==> config.mk <==
export PLATFORM = sky130hd
export DESIGN_NAME = pwm_chan
export DESIGN_NICKNAME = d
export VERILOG_FILES = /design/src/rtl/pwm_pkg.sv /design/src/rtl/pwm_regs.sv /design/src/rtl/pwm_count.sv /design/src/rtl/pwm_wave.sv /design/src/rtl/pwm_chan.sv
export SDC_FILE = /design/constraint.sdc
export NUM_CORES = 1
export LEC_CHECK = 0
export BUFFER_PORTS_ARGS = -buffer_cell sky130_fd_sc_hd__buf_2
export CAP_MARGIN = 20
export CELL_PAD_IN_SITES_DETAIL_PLACEMENT = 1
export CELL_PAD_IN_SITES_GLOBAL_PLACEMENT = 2
export CORE_MARGIN = 2
export CORE_UTILIZATION = 43
export DETAILED_ROUTE_END_ITERATION = 10
export GPL_TIMING_DRIVEN = 0
export PLACE_DENSITY = 0.91
export SYNTH_ARGS = -nofsm -noshare
export SYNTH_HDL_FRONTEND = slang
export SYNTH_SLANG_ARGS = --single-unit
==> constraint.sdc <==
create_clock -name clk -period 5.4 [get_ports clk]
set_input_delay 0.27 -clock clk [delete_from_list [all_inputs] [get_ports clk]]
set_output_delay 0.27 -clock clk [all_outputs]
set_load 0.01 [all_outputs]
==> src/rtl/pwm_pkg.sv <==
package pwm_pkg;
  typedef enum logic {DIR_UP = 1'b0, DIR_DOWN = 1'b1} dir_e;
endpackage

==> src/rtl/pwm_regs.sv <==
module pwm_regs #(
  parameter int W = 8
) (
  input  logic         clk,
  input  logic         rst_n,
  input  logic         per_wr,
  input  logic [W-1:0] per_wdata,
  input  logic         dty_wr,
  input  logic [W-1:0] dty_wdata,
  input  logic         reload,
  output logic [W-1:0] per_act,
  output logic [W-1:0] dty_act
);
  logic [W-1:0] per_hold, dty_hold, per_hold_nxt, dty_hold_nxt;

  always_comb begin
    per_hold_nxt = per_wr ? per_wdata : per_hold;
    dty_hold_nxt = dty_wr ? dty_wdata : dty_hold;
  end

  always_ff @(posedge clk or negedge rst_n) begin
    if (!rst_n) begin
      per_hold <= '0;
      dty_hold <= '0;
      per_act  <= '0;
      dty_act  <= '0;
    end else begin
      per_hold <= per_hold_nxt;
      dty_hold <= dty_hold_nxt;
      if (reload) begin
        per_act <= per_hold_nxt;
        dty_act <= dty_hold_nxt;
      end
    end
  end


  act_hold_chk: assert property (@(posedge clk) disable iff (!rst_n)
    !reload |=> ($stable(per_act) && $stable(dty_act)));
endmodule

==> src/rtl/pwm_count.sv <==
module pwm_count
  import pwm_pkg::*;
#(
  parameter int W = 8
) (
  input  logic         clk,
  input  logic         rst_n,
  input  logic         en,
  input  logic         tick,
  input  logic         center_mode,
  input  logic         cnt_wr,
  input  logic [W-1:0] per_act,
  output logic [W-1:0] cnt,
  output logic         reload
);
  logic         run_q;
  dir_e         dir_q, dir_step;
  logic [W-1:0] cnt_step;

  always_comb begin
    cnt_step = '0;
    dir_step = DIR_UP;
    if (per_act == '0) begin
      cnt_step = '0;
    end else if (!center_mode) begin
      cnt_step = (cnt >= per_act - 1'b1) ? '0 : cnt + 1'b1;
    end else if (dir_q == DIR_UP && cnt < per_act) begin
      cnt_step = cnt + 1'b1;
    end else begin
      cnt_step = (cnt == '0) ? '0 : cnt - 1'b1;
      dir_step = (cnt <= 1) ? DIR_UP : DIR_DOWN;
    end
  end

  assign reload = !run_q || !en || cnt_wr || (tick && cnt_step == '0);

  always_ff @(posedge clk or negedge rst_n) begin
    if (!rst_n) begin
      run_q <= 1'b0;
      cnt   <= '0;
      dir_q <= DIR_UP;
    end else begin
      run_q <= en && (run_q || tick);
      if (!run_q || !en || cnt_wr) begin
        cnt   <= '0;
        dir_q <= DIR_UP;
      end else if (tick) begin
        cnt   <= cnt_step;
        dir_q <= dir_step;
      end
    end
  end


  cnt_idle_chk: assert property (@(posedge clk) disable iff (!rst_n)
    (run_q && en && !tick && !cnt_wr) |=> $stable(cnt));

  start_zero_chk: assert property (@(posedge clk) disable iff (!rst_n)
    $rose(run_q) |-> (cnt == '0));

  cnt_bound_chk: assert property (@(posedge clk) disable iff (!rst_n)
    run_q |-> (cnt <= per_act));
endmodule

==> src/rtl/pwm_wave.sv <==
module pwm_wave #(
  parameter int W = 8
) (
  input  logic         clk,
  input  logic         rst_n,
  input  logic         en,
  input  logic         start_high,
  input  logic         port_data,
  input  logic [W-1:0] cnt,
  input  logic [W-1:0] per_act,
  input  logic [W-1:0] dty_act,
  output logic         pin_q
);
  logic level;

  always_comb begin
    if (dty_act >= per_act) level = start_high;
    else if (cnt < dty_act) level = start_high;
    else                    level = !start_high;
  end

  always_ff @(posedge clk or negedge rst_n) begin
    if (!rst_n) pin_q <= 1'b0;
    else        pin_q <= en ? level : port_data;
  end
endmodule

==> src/rtl/pwm_chan.sv <==
module pwm_chan #(
  parameter int W = 8
) (
  input  logic         clk,
  input  logic         rst_n,
  input  logic         tick,
  input  logic         en,
  input  logic         start_high,
  input  logic         center_mode,
  input  logic         per_wr,
  input  logic [W-1:0] per_wdata,
  input  logic         dty_wr,
  input  logic [W-1:0] dty_wdata,
  input  logic         cnt_wr,
  input  logic         port_data,
  output logic         pwm_pin
);
  logic [W-1:0] per_act, dty_act, cnt;
  logic         reload;

  pwm_regs #(.W(W)) u_regs (
    .clk(clk), .rst_n(rst_n),
    .per_wr(per_wr), .per_wdata(per_wdata),
    .dty_wr(dty_wr), .dty_wdata(dty_wdata),
    .reload(reload), .per_act(per_act), .dty_act(dty_act)
  );

  pwm_count #(.W(W)) u_count (
    .clk(clk), .rst_n(rst_n), .en(en), .tick(tick),
    .center_mode(center_mode), .cnt_wr(cnt_wr),
    .per_act(per_act), .cnt(cnt), .reload(reload)
  );

  pwm_wave #(.W(W)) u_wave (
    .clk(clk), .rst_n(rst_n), .en(en), .start_high(start_high),
    .port_data(port_data), .cnt(cnt), .per_act(per_act),
    .dty_act(dty_act), .pin_q(pwm_pin)
  );


  port_pass_chk: assert property (@(posedge clk) disable iff (!rst_n)
    !en |=> (pwm_pin == $past(port_data)));

  per_zero_chk: assert property (@(posedge clk) disable iff (!rst_n)
    (en && per_act == '0) |=> (pwm_pin == $past(start_high)));
endmodule

==> impl_metrics.toml <==
[outcome]
status = "finished clean"

[cts]
cts_max_level = 2
ctsHoldBuffers = 0
clock_latency_ps = 300
cts-root-buf = "clkbuf_8"
numCtsBuffers = 5
post_cts_buffers = 0
cts_resized = 0
path_clk_slew_ps = 80
cts_tree = "done"
clock_path_buffers = 2
clock-sinks = 43

[route]
vias = 2398
first_pass_iters = 4
drt_iter0_drc = 59
avgRoutedWirePerCell_um = 17.86
remaining_drc_errors = 0
avgViaCountPerCell = 5.616
ant_nets = 0
drt-total-wl_um = 7628

[worst_setup_path]
end_kind = "flop"
critPathKind = "flop to flop"
slowest_stage = "a21oi_1"
critPathArrivalTime_ps = 4160
worstSetupStartpointType = "flop"
cp_max_fo = 10
worst-path-buf-inv = 2
r2r_slack_ps = 1430
cp_slowest_stage_delay_ps = 490
crit_family = "compound AO/OA/AOI/OAI gates"
cp.required_ps = 5580
path_cells = "inv_1 -> ha_1 -> and3_1 -> xnor2_1 -> ha_1 -> a211oi_1 -> o21ai_0 -> a21oi_1 -> a21oi_1 -> o311ai_2 -> nor4_4 -> a31oi_4 -> buf_6 -> mux2_4"

[synthesis]
synth-seq-cells = 43
synthesis.area_um2 = 3137
ys_seq_area_frac = 0.3430
ys_types = 51
synthFlopType = "dfrtp_1"
synth_fp_nets = 361
synth_edf_count = 0
netlist_instances = 298
syn_area_per_cell_um2 = 10.53
ys_warn_count = 0
ys_async_sr_fraction = 1.000

[worst_hold_path]
hp-class = "input port to asynchronous set/reset pin"

[sta]
worst_pin_slew_ps = 976.3
fin_crit_ps = 3972
slew_headroom = 0.3492
slew_viol_final = 0
fmax_mhz = 251.8
hold_ws_ps = 120.8
rsz0062_at_grt = "no"
totalNegativeSetupSlack_ps = 0
finalCritPeriodShare = 0.7356
fin_skew_ps = 7.240
hold_viol = 0
final-setup-viol-count = 0

[floorplan]
ios = 27
row_count = 31
die_area_um2 = 7994
initial_core_util = 0.4371
core_um2 = 7176
die_x_um = 89.41
die_y_um = 89.41

[layout]
drive_above_1_share = 0.2348
syn_to_final_growth_pct = 11.01
final_area_um2 = 3482
nNetsFinal = 391
antenna_cells = 0

[global_routing]
grt_first_pass_wirelength_um = 13050
grt_pass1_vias = 2536
grt_overflow = 0
antenna_found_initial = 0
grt_max_degree = 44
grtUsageTotal = 0.2149

[place]
io_buffer_count = 23
globalplace.congestion = 0.8928
placed_area_um2 = 3376
dp_hpwl_um = 5697

[power]
power_density_nw_per_um2 = 226.6
p_leak_uw = 0.001625
vdd_drop_max_mv = 0.1456

[flow_run]
maxCapViolCount = 0
path summary, 6_finish.rpt:
check | start | end | cells after the start
worst max-delay path | u_regs.per_act[0] | u_regs.dty_act[0] | 14
worst min-delay path | rst_n | u_regs.dty_hold[5] | 1
worst max register to register | u_regs.per_act[0] | u_regs.dty_act[0] | 14
worst min register to register | u_count.run_q | u_count.run_q | 1
max in group asynchronous | rst_n | u_regs.per_act[5] | 1
min in group clk | dty_wdata[4] | u_regs.dty_hold[4] | 2
cells by family (layout without fill, tap and decap cells):
logic type	count (synthesis)	count (layout)	share of synthesized area
flip-flops	43	43	0.3430
buffers and inverters	28	58	0.03749
AO/OA/AOI/OAI	53	53	0.1229
adder cells (fa/ha/maj)	37	37	0.1476
XOR/XNOR	12	12	0.03351
multiplexers	42	42	0.1592
AND/OR/NAND/NOR	83	83	0.1564
synthesized netlist by cell type (3+ instances only):
master / number / share of area
nor2b_1: 4 / 0.0080
mux2_2: 23 / 0.083
xnor2_1: 8 / 0.022
ha_1: 37 / 0.15
a21oi_1: 7 / 0.011
clkbuf_1: 3 / 0.0036
buf_2: 4 / 0.0064
nor3_1: 7 / 0.011
nand4_1: 6 / 0.012
nand3_1: 9 / 0.014
mux2_4: 10 / 0.048
mux2i_1: 9 / 0.029
dfrtp_1: 43 / 0.34
nand2b_1: 6 / 0.012
xor2_1: 4 / 0.011
and3_1: 5 / 0.010
a211o_1: 3 / 0.0084
a21o_1: 5 / 0.012
o21a_1: 3 / 0.0072
inv_1: 19 / 0.023
nand2_1: 10 / 0.012
o211ai_1: 5 / 0.012
nand3b_1: 3 / 0.0072
a211oi_1: 3 / 0.0072
nor2_1: 20 / 0.024
o21ai_0: 11 / 0.018
sequential cells by signal (all words and copies together) (netlist names):
register / flops
u_count.dir_q: 1
u_regs.per_hold: 8
u_regs.per_act: 8
u_count.cnt: 8
u_count.run_q: 1
u_regs.dty_act: 8
u_wave.pin_q: 1
u_regs.dty_hold: 8
where the power goes:
| group | internal, uW | switching, uW |
|---|---|---|
| clock | 135 | 115 |
| sequential | 349 | 21.6 |
| combinational | 81.1 | 87.3 |
| total | 565 | 224 |
per-stage QoR:
stage	util	worst slack, ps	power [uW]	instances
6_report	0.4853	1428	789.1	427
5_1_grt	0.4853	1137	838.2	427
4_1_cts	0.4853	1405	802.1	427
3_5_place_dp	0.4704	1423	545.9	420
3_3_place_gp	0.4704	1458	533.5	420
2_1_floorplan	-	2095	490.8	298
placed cells by master (no fill, tap or decap), drive strengths merged, types with 2 or more instances in the layout:
| cell type | count |
|---|---|
| nor2 | 21 |
| buf | 29 |
| nand4 | 7 |
| a21oi | 7 |
| a211oi | 3 |
| nor4 | 2 |
| or3 | 2 |
| a31oi | 3 |
| dfrtp | 43 |
| o311ai | 3 |
| a211o | 3 |
| ha | 37 |
| o21ai | 13 |
| clkbuf | 8 |
| xnor2 | 8 |
| nand2 | 11 |
| mux2 | 33 |
| nand2b | 6 |
| mux2i | 9 |
| and3 | 5 |
| o211ai | 5 |
| nor3 | 8 |
| inv | 19 |
| a21o | 5 |
| o21a | 3 |
| nor2b | 4 |
| nand3 | 9 |
| o311a | 2 |
| nor3b | 2 |
| nand3b | 3 |
| xor2 | 4 |
layout make-up:
class / instances / area (um2)
clock inverter: 2 / 37.54
multi-input combinational: 227 / 1943
tap: 99 / 123.9
sequential: 43 / 1076
inverter: 19 / 71.32
buffer: 9 / 46.29
timing repair buffer: 23 / 115.1
clock buffer: 5 / 68.82
fill: 802 / 3694
layer usage:
layer | vias to the layer above | routed length (um) | track usage
met5 | - | 0 | 0
met4 | 0 | 167 | 0.07463
met3 | 14 | 215 | 0.02862
met2 | 43 | 3709 | 0.3589
met1 | 1192 | 3536 | 0.2863
li1 | 1149 | - | -
(Power assumes the default switching activity.)
